## config.mk

```make
export PLATFORM = sky130hd
export DESIGN_NAME = hsi_block_addr_gen
export DESIGN_NICKNAME = d
export VERILOG_FILES = /design/src/rtl/hsi_agen_pkg.sv /design/src/rtl/hsi_agen_walker.sv /design/src/rtl/hsi_agen_emitter.sv /design/src/rtl/hsi_block_addr_gen.sv
export SDC_FILE = /design/constraint.sdc
export NUM_CORES = 1
export LEC_CHECK = 0
export BUFFER_PORTS_ARGS = -buffer_cell sky130_fd_sc_hd__buf_2
export CAP_MARGIN = 40
export CELL_PAD_IN_SITES_DETAIL_PLACEMENT = 0
export CELL_PAD_IN_SITES_GLOBAL_PLACEMENT = 1
export CORE_AREA = 2 2 230 232
export DETAILED_ROUTE_END_ITERATION = 8
export DIE_AREA = 0 0 232 234
export GPL_TIMING_DRIVEN = 0
export PLACE_DENSITY_LB_ADDON = 0.3
export SLEW_MARGIN = 0
export SYNTH_ARGS = -nofsm -noshare
export SYNTH_HDL_FRONTEND = slang
export SYNTH_HIERARCHICAL = 1
export SYNTH_SLANG_ARGS = --single-unit
```

## constraint.sdc

```tcl
create_clock -name clk -period 10.7 [get_ports clk]
set_input_delay 2.14 -clock clk [delete_from_list [all_inputs] [get_ports clk]]
set_output_delay 2.14 -clock clk [all_outputs]
set_load 0.03 [all_outputs]
```

## src/rtl/hsi_agen_pkg.sv

```systemverilog
package hsi_agen_pkg;
  localparam int ADDR_W  = 32;
  localparam int OFFS_W  = 32;
  localparam int CUBEW_W = 20;
  localparam int BLK_W   = 12;
  localparam int DEPTH_W = 8;
  localparam int SKIP_W  = 16;
  localparam int NBLK_W  = 9;
  // component index range: offset + rows*stride + blocks*skip stays below 2^36
  localparam int CIDX_W  = 40;

  typedef struct packed {
    logic [ADDR_W-1:0]  base;
    logic [CUBEW_W-1:0] cube_w;
    logic [BLK_W-1:0]   blk_w_m1;
    logic [BLK_W-1:0]   blk_h_m1;
    logic [DEPTH_W-1:0] depth;
    logic [SKIP_W-1:0]  skip;
    logic [SKIP_W-1:0]  last_skip;
    logic [NBLK_W-1:0]  nblk_x_m1;
    logic [NBLK_W-1:0]  nblk_y_m1;
  } walk_cfg_t;
endpackage

```

## src/rtl/hsi_agen_walker.sv

```systemverilog
module hsi_agen_walker
  import hsi_agen_pkg::*;
(
  input  logic               clk,
  input  logic               rst,
  input  logic               launch,
  input  logic [OFFS_W-1:0]  start_cidx,
  input  logic [CUBEW_W-1:0] cube_w,
  input  logic [BLK_W-1:0]   blk_h_m1,
  input  logic [SKIP_W-1:0]  skip,
  input  logic [SKIP_W-1:0]  last_skip,
  input  logic [NBLK_W-1:0]  nblk_x_m1,
  input  logic [NBLK_W-1:0]  nblk_y_m1,
  input  logic               row_take,
  output logic               row_valid,
  output logic [CIDX_W-1:0]  row_cidx,
  output logic               fin
);
  logic [BLK_W-1:0]  row_q;
  logic [NBLK_W-1:0] bx_q;
  logic [NBLK_W-1:0] by_q;
  logic [CIDX_W-1:0] org_q;
  logic [CIDX_W-1:0] org_x;
  logic [CIDX_W-1:0] org_y;

  assign org_x = org_q + CIDX_W'(skip);
  assign org_y = org_q + CIDX_W'(last_skip);

  always_ff @(posedge clk) begin
    if (rst) begin
      row_q     <= '0;
      bx_q      <= '0;
      by_q      <= '0;
      org_q     <= '0;
      row_cidx  <= '0;
      row_valid <= 1'b0;
      fin       <= 1'b0;
    end else if (launch) begin
      row_q     <= '0;
      bx_q      <= '0;
      by_q      <= '0;
      org_q     <= CIDX_W'(start_cidx);
      row_cidx  <= CIDX_W'(start_cidx);
      row_valid <= 1'b1;
      fin       <= 1'b0;
    end else if (row_valid && row_take) begin
      if (row_q != blk_h_m1) begin
        row_q    <= row_q + 1'b1;
        row_cidx <= row_cidx + CIDX_W'(cube_w);
      end else begin
        row_q <= '0;
        if (bx_q != nblk_x_m1) begin
          bx_q     <= bx_q + 1'b1;
          org_q    <= org_x;
          row_cidx <= org_x;
        end else if (by_q != nblk_y_m1) begin
          bx_q     <= '0;
          by_q     <= by_q + 1'b1;
          org_q    <= org_y;
          row_cidx <= org_y;
        end else begin
          row_valid <= 1'b0;
          fin       <= 1'b1;
        end
      end
    end
  end

  // row counter never leaves the block while rows are pending
  p_row_in_block_r4: assert property (@(posedge clk) disable iff (rst)
    row_valid |-> (row_q <= blk_h_m1));
  // block counters stay inside the programmed grid
  p_blk_in_grid_r5: assert property (@(posedge clk) disable iff (rst)
    row_valid |-> (bx_q <= nblk_x_m1) && (by_q <= nblk_y_m1));
  // a finished walk offers no further rows
  p_fin_quiet_r8: assert property (@(posedge clk) disable iff (rst)
    fin |-> !row_valid);
endmodule

```

## src/rtl/hsi_agen_emitter.sv

```systemverilog
module hsi_agen_emitter
  import hsi_agen_pkg::*;
#(
  parameter int COMP_BYTES  = 2,
  parameter bit SMALL_MOVER = 1'b0,
  parameter int MAX_XFER    = 256,
  parameter int LEN_W       = 24
) (
  input  logic               clk,
  input  logic               rst,
  input  logic               en,
  input  logic [ADDR_W-1:0]  base,
  input  logic [BLK_W-1:0]   blk_w_m1,
  input  logic [DEPTH_W-1:0] depth,
  input  logic               row_valid,
  input  logic [CIDX_W-1:0]  row_cidx,
  output logic               row_take,
  output logic               fault,
  output logic               cmd_valid,
  input  logic               cmd_ready,
  output logic [ADDR_W-1:0]  cmd_addr,
  output logic [LEN_W-1:0]   cmd_len
);
  localparam int BYTE_W = CIDX_W + 6;
  localparam logic [BYTE_W-1:0] ADDR_TOP = BYTE_W'(1) << ADDR_W;

  logic [BYTE_W-1:0] row_len_w;
  logic [BYTE_W-1:0] row_addr_w;
  logic [BYTE_W-1:0] row_end_w;
  logic              bad_row;
  logic              load;
  logic [LEN_W-1:0]  rem_q;
  logic [LEN_W-1:0]  rem_next;
  logic [LEN_W-1:0]  first_len;
  logic [LEN_W-1:0]  next_len;
  logic              accept;

  assign row_len_w  = (BYTE_W'(blk_w_m1) + BYTE_W'(1)) * BYTE_W'(depth) * BYTE_W'(COMP_BYTES);
  assign row_addr_w = BYTE_W'(base) + BYTE_W'(row_cidx) * BYTE_W'(COMP_BYTES);
  assign row_end_w  = row_addr_w + row_len_w;
  assign bad_row    = (row_len_w == '0) || (row_end_w > ADDR_TOP);
  assign load       = en && !cmd_valid && row_valid;
  assign row_take   = load && !bad_row;
  assign fault      = load && bad_row;
  assign accept     = cmd_valid && cmd_ready;
  assign rem_next   = rem_q - cmd_len;

  generate
    if (SMALL_MOVER) begin : g_capped
      always_comb begin
        first_len = (row_len_w > BYTE_W'(MAX_XFER)) ? LEN_W'(MAX_XFER) : row_len_w[LEN_W-1:0];
        next_len  = (rem_next > LEN_W'(MAX_XFER)) ? LEN_W'(MAX_XFER) : rem_next;
      end
      // no command exceeds the transfer cap
      p_len_cap_r6: assert property (@(posedge clk) disable iff (rst)
        cmd_valid |-> (cmd_len <= LEN_W'(MAX_XFER)));
    end else begin : g_whole
      always_comb begin
        first_len = row_len_w[LEN_W-1:0];
        next_len  = rem_next;
      end
    end
  endgenerate

  always_ff @(posedge clk) begin
    if (rst) begin
      cmd_valid <= 1'b0;
      cmd_addr  <= '0;
      cmd_len   <= '0;
      rem_q     <= '0;
    end else if (row_take) begin
      cmd_valid <= 1'b1;
      cmd_addr  <= row_addr_w[ADDR_W-1:0];
      cmd_len   <= first_len;
      rem_q     <= row_len_w[LEN_W-1:0];
    end else if (accept) begin
      if (rem_next == '0) begin
        cmd_valid <= 1'b0;
      end else begin
        cmd_addr <= cmd_addr + ADDR_W'(cmd_len);
        cmd_len  <= next_len;
        rem_q    <= rem_next;
      end
    end
  end

  // an offered command is held until taken
  p_hold_r7: assert property (@(posedge clk) disable iff (rst)
    (cmd_valid && !cmd_ready) |=> cmd_valid && $stable(cmd_addr) && $stable(cmd_len));
  // no empty command reaches the mover
  p_len_nonzero_r3: assert property (@(posedge clk) disable iff (rst)
    cmd_valid |-> (cmd_len != '0));
  // every offered span ends inside the 32-bit space
  p_no_overflow_r10: assert property (@(posedge clk) disable iff (rst)
    cmd_valid |-> ((ADDR_W+1)'(cmd_addr) + (ADDR_W+1)'(cmd_len) <= {1'b1, {ADDR_W{1'b0}}}));
endmodule

```

## src/rtl/hsi_block_addr_gen.sv

```systemverilog
module hsi_block_addr_gen
  import hsi_agen_pkg::*;
#(
  parameter int COMP_BYTES  = 2,
  parameter bit SMALL_MOVER = 1'b0,
  parameter int MAX_XFER    = 256,
  parameter int LEN_W       = 24
) (
  input  logic               clk,
  input  logic               rst,
  input  logic               start,
  input  logic [31:0]        cfg_base,
  input  logic [31:0]        cfg_offset,
  input  logic [19:0]        cfg_cube_width,
  input  logic [11:0]        cfg_blk_w_m1,
  input  logic [11:0]        cfg_blk_h_m1,
  input  logic [7:0]         cfg_depth,
  input  logic [15:0]        cfg_skip,
  input  logic [15:0]        cfg_last_skip,
  input  logic [8:0]         cfg_nblk_x_m1,
  input  logic [8:0]         cfg_nblk_y_m1,
  output logic               cmd_valid,
  input  logic               cmd_ready,
  output logic [31:0]        cmd_addr,
  output logic [LEN_W-1:0]   cmd_len,
  output logic               done,
  output logic               error
);
  walk_cfg_t         cfg_q;
  logic              run_q;
  logic              launch;
  logic              row_valid;
  logic              row_take;
  logic [CIDX_W-1:0] row_cidx;
  logic              walk_fin;
  logic              fault;

  assign launch = start && !run_q;

  always_ff @(posedge clk) begin
    if (rst) begin
      run_q <= 1'b0;
      done  <= 1'b0;
      error <= 1'b0;
      cfg_q <= '0;
    end else if (launch) begin
      run_q <= 1'b1;
      done  <= 1'b0;
      error <= 1'b0;
      cfg_q <= '{base: cfg_base, cube_w: cfg_cube_width, blk_w_m1: cfg_blk_w_m1,
                 blk_h_m1: cfg_blk_h_m1, depth: cfg_depth, skip: cfg_skip,
                 last_skip: cfg_last_skip, nblk_x_m1: cfg_nblk_x_m1,
                 nblk_y_m1: cfg_nblk_y_m1};
    end else if (run_q) begin
      if (fault) begin
        error <= 1'b1;
        run_q <= 1'b0;
      end else if (walk_fin && !cmd_valid) begin
        done  <= 1'b1;
        run_q <= 1'b0;
      end
    end
  end

  hsi_agen_walker u_walker (
    .clk        (clk),
    .rst        (rst),
    .launch     (launch),
    .start_cidx (cfg_offset),
    .cube_w     (cfg_q.cube_w),
    .blk_h_m1   (cfg_q.blk_h_m1),
    .skip       (cfg_q.skip),
    .last_skip  (cfg_q.last_skip),
    .nblk_x_m1  (cfg_q.nblk_x_m1),
    .nblk_y_m1  (cfg_q.nblk_y_m1),
    .row_take   (row_take),
    .row_valid  (row_valid),
    .row_cidx   (row_cidx),
    .fin        (walk_fin)
  );

  hsi_agen_emitter #(
    .COMP_BYTES  (COMP_BYTES),
    .SMALL_MOVER (SMALL_MOVER),
    .MAX_XFER    (MAX_XFER),
    .LEN_W       (LEN_W)
  ) u_emitter (
    .clk       (clk),
    .rst       (rst),
    .en        (run_q),
    .base      (cfg_q.base),
    .blk_w_m1  (cfg_q.blk_w_m1),
    .depth     (cfg_q.depth),
    .row_valid (row_valid),
    .row_cidx  (row_cidx),
    .row_take  (row_take),
    .fault     (fault),
    .cmd_valid (cmd_valid),
    .cmd_ready (cmd_ready),
    .cmd_addr  (cmd_addr),
    .cmd_len   (cmd_len)
  );

  // the two end states never coexist
  p_end_excl_r9: assert property (@(posedge clk) disable iff (rst)
    !(done && error));
  // nothing is offered once the walk reports completion
  p_done_quiet_r8: assert property (@(posedge clk) disable iff (rst)
    done |-> !cmd_valid);
  // a start during a walk leaves the sampled setup untouched
  p_busy_start_r11: assert property (@(posedge clk) disable iff (rst)
    (run_q && start) |=> $stable(cfg_q));
  // an accepted start clears both end flags
  p_clear_r12: assert property (@(posedge clk) disable iff (rst)
    launch |=> !done && !error);
endmodule

```

==> metrics.md <==
| Metric | Value |
|---|---|
| Count leader, synth | `nand2_1` |
| Ranking of synthesized cells by area | `dfxtp_1 26%, nand2_1 8.4%, a21oi_1 7.5%, ha_1 6.9%, fa_1 6.1%` |
| Max FO, Critical Path | `10` |
| Port Buffer Count | `about 220` |
| Clk pwr share | `37.8%` |
| Reg clk slew, reported paths | `roughly 60 ps` |
| Area leader, netlist | `dfxtp_1` |
| Most frequent cells after synthesis | `518 x nand2_1, 346 x a21oi_1, 303 x dfxtp_1` |
| Post-layout net count | `~3600` |
| Flop pwr share | `around 37%` |
| Die Y | `between 200 and 250 um` |
| Leakage | `11.1 nW` |
| GP Congestion | `approximately 1` |
| Worst setup SP type | `register` |
| Final slew viol count | `0` |
| Status | `finished, final reports clean` |
| FMAX | `0.0972 GHz` |
| Hold Slack | `approximately 460 ps` |
| Ratio of cells with drive above 1 in the final layout | `14.5%` |
| Crit path capture type | `register` |
| P_sw | `1.09 mW` |
| Worst setup path class | `reg -> reg` |
| Filler Cell Count | `between 5000 and 6000` |
| HP Class | `reg -> reg` |
| Vias post-DR | `22925` |
| CTS hold repair buffers | `0` |
| Top_reg_cell synth | `dfxtp_1` |
| Die area | `roughly 54000 um2` |
| Pin count of the biggest net entering global routing | `14` |
| H-tree Lvls | `2` |
| CP max stage delay | `between 500 and 600 ps` |
| Netlist cell types | `110` |
| Register area | `roughly 6100 um2` |
| Tmin final | `just over 10000 ps` |
| Total gr overflow | `0` |
| Ant. Diodes | `0` |
| Critical Path RT | `around 11000 ps` |
| Worst Tran Pin Value | `~880 ps` |
| Vias in the first global route | `roughly 22000` |
| Clock skew | `between 20 and 30 ps` |
| CTS tree | `built` |
| # IOs | `229` |
| Via/cell ratio | `about 5.8` |
| Cell Area, Synth | `around 23000 um2` |
| Die Span X | `~230 um` |
| Slowest CP cell | `fa_1` |
| Synthesized instance count | `2932` |
| Clock tree buffer depth | `3` |
| Final antenna-violating net count | `0` |
| Core Box Area | `52000 um2` |
| Int Power | `approximately 2.2 mW` |
| Syn avg cell area | `between 7 and 8 um2` |
| Slew margin rel. | `about two fifths` |
| Dpl hpwl | `64800 um` |
| Share of synthesized registers carrying an async set or reset | `0%` |
| PD cells | `124 nW/um2` |
| Hold Fails Final Rpt | `0` |
| Worst skew pair latency | `560 ps` |
| Total power | `~3.3 mW` |
| Final Non-Filler Cells | `between 3000 and 4000` |
| Clk sinks | `~300` |
| First-pass detailed-route iteration total | `6` |
| Combinational fraction of design power | `24.8%` |
| Yosys warning count | `6` |
| Placed instance count | `about 3800` |
| GRT Overall Usage | `between 20% and 30%` |
| Starting Density | `approximately 45%` |
| CP delay by family, top | `compound AO/OA/AOI/OAI gates` |
| Sw frac | `roughly 33%` |
| Drt initial violations | `about 2100` |
| RSZ-0062 raised after global routing | `true` |
| Per-cell routed wire length | `20.5 um` |
| CP bufs+invs | `3` |
| Share of the synthesized area in the top cell type | `approximately a quarter` |
| Syn-to-layout area delta | `15.4%` |
| Max_cap viols | `0` |
| Final period util | `96.2%` |
| Std cell rows | `84` |
| Final setup viols | `0` |
| Sequential element share of the synthesized area | `26.2%` |
| Post-synthesis register bit count | `slightly above 300` |
| CTS root buf | `clkbuf_16` |
| Max IR drop VDD | `roughly 0.000094 V` |
| Critical Path AT | `10700 ps` |
| Initial antenna violation count | `0` |
| Drt drc | `0` |
| TNS Setup | `0 ps` |
| First-pass GRT wire length | `122000 um` |
| DRT Wirelength | `about 80000 um` |
| Num CTS Buffers | `36` |
| Most Frequent Cell on Critical Path | `fa_1` |
| Number of flops mapped to enable cells by yosys | `0` |
| Area of the multi-input gates | `approximately 16000 um2` |
sequential cells by signal (all words and copies together), names as in the netlist, 9 cells and up:
signal,flops
u_emitter/cmd_addr,32
cfg_q,134
u_walker/row_cidx,40
u_walker/by_q,9
u_walker/org_q,40
u_walker/row_q,12
u_emitter/rem_q,21
u_walker/bx_q,9
layer usage:
layer	track usage [%]	wire length (um)	vias to the layer above
met3	3.55	5010	172
met2	49.2	37100	879
met1	37.4	34900	10875
met4	11.8	3430	0
met5	0	0	-
li1	-	-	10999
path summary, 6_finish.rpt:
kind | cells after the start | end | startpoint | slack, ps
setup / recovery | 37 | u_walker/org_q[31]$_SDFFE_PP0P_ | cfg_q[71]$_SDFFE_PP0P_ | 410
hold / removal | 2 | cfg_q[24]$_SDFFE_PP0P_ | cfg_q[24]$_SDFFE_PP0P_ | 460
setup reg to reg | 37 | u_walker/org_q[31]$_SDFFE_PP0P_ | cfg_q[71]$_SDFFE_PP0P_ | 410
hold reg to reg | 2 | cfg_q[24]$_SDFFE_PP0P_ | cfg_q[24]$_SDFFE_PP0P_ | 460
stage by stage:
step	instance area, um2	utilization (%)	setup WS [ps]
2_1_floorplan	23200	-	1580
3_3_place_gp	25100	48.3	-1470
3_5_place_dp	25200	48.4	-1620
4_1_cts	26500	50.9	1.21
5_1_grt	26700	51.4	-63.8
6_report	26700	51.4	408
cells by family (layout without fill, tap and decap cells):
| logic type | Yosys count | in the layout | share of synthesized area [%] |
|---|---|---|---|
| simple gates | 1074 | 1074 | 21.8 |
| mux | 51 | 51 | 2.31 |
| flops | 303 | 303 | 26.2 |
| xor+xnor | 211 | 211 | 8.01 |
| fa+ha+maj | 203 | 203 | 13.2 |
| buf+inv | 276 | 582 | 5.72 |
| other cells | 1 | 3 | 0.0162 |
| compound gates | 813 | 813 | 22.8 |
repair_timing:
item | 4_1_cts | 5_1_grt
gates resized for setup | 17 | 28
setup buffers | 2 | 13
pin swaps | 2 | 9
setup endpoints to repair | 111 | 110
placed cells by master, fill, tap and decap left out, types with 36 or more instances in the layout:
cell / count
nand2_1: 517
a21oi_1: 346
dfxtp_1: 302
buf_2: 262
nor2_1: 163
ha_1: 127
inv_1: 106
xnor2_1: 100
clkbuf_1: 99
xor2_1: 99
o21ai_0: 83
nand4_1: 78
fa_1: 70
nand3_1: 64
o31ai_1: 57
and2_1: 56
and3_1: 39
nor3_1: 38
clkbuf_16: 36
a21o_1: 36
cell type report:
class                      count  share of cell area (%)
timing repair buffer         242                    4.78
buffer                       169                    3.50
clock buffer                  53                    3.76
inverter                     107                    1.51
sequential                   303                    22.7
multi-input combinational   2355                    59.9
tap                          688                    3.22
clock inverter                11                   0.660
worst min-delay path: stages (launching register included):
cell,delay (ps)
dfxtp_1,300
nand2_1,50
a21oi_1,50
power by group through the flow:
stage,logic (mW),clock network [mW],registers [mW]
2_1_floorplan,0.548,0,1.25
3_3_place_gp,0.780,0,1.26
3_5_place_dp,0.792,0,1.26
4_1_cts,0.800,1.27,1.24
5_1_grt,0.893,1.32,1.25
6_report,0.823,1.25,1.24
Note: power is estimated with default switching activity, not from simulation.
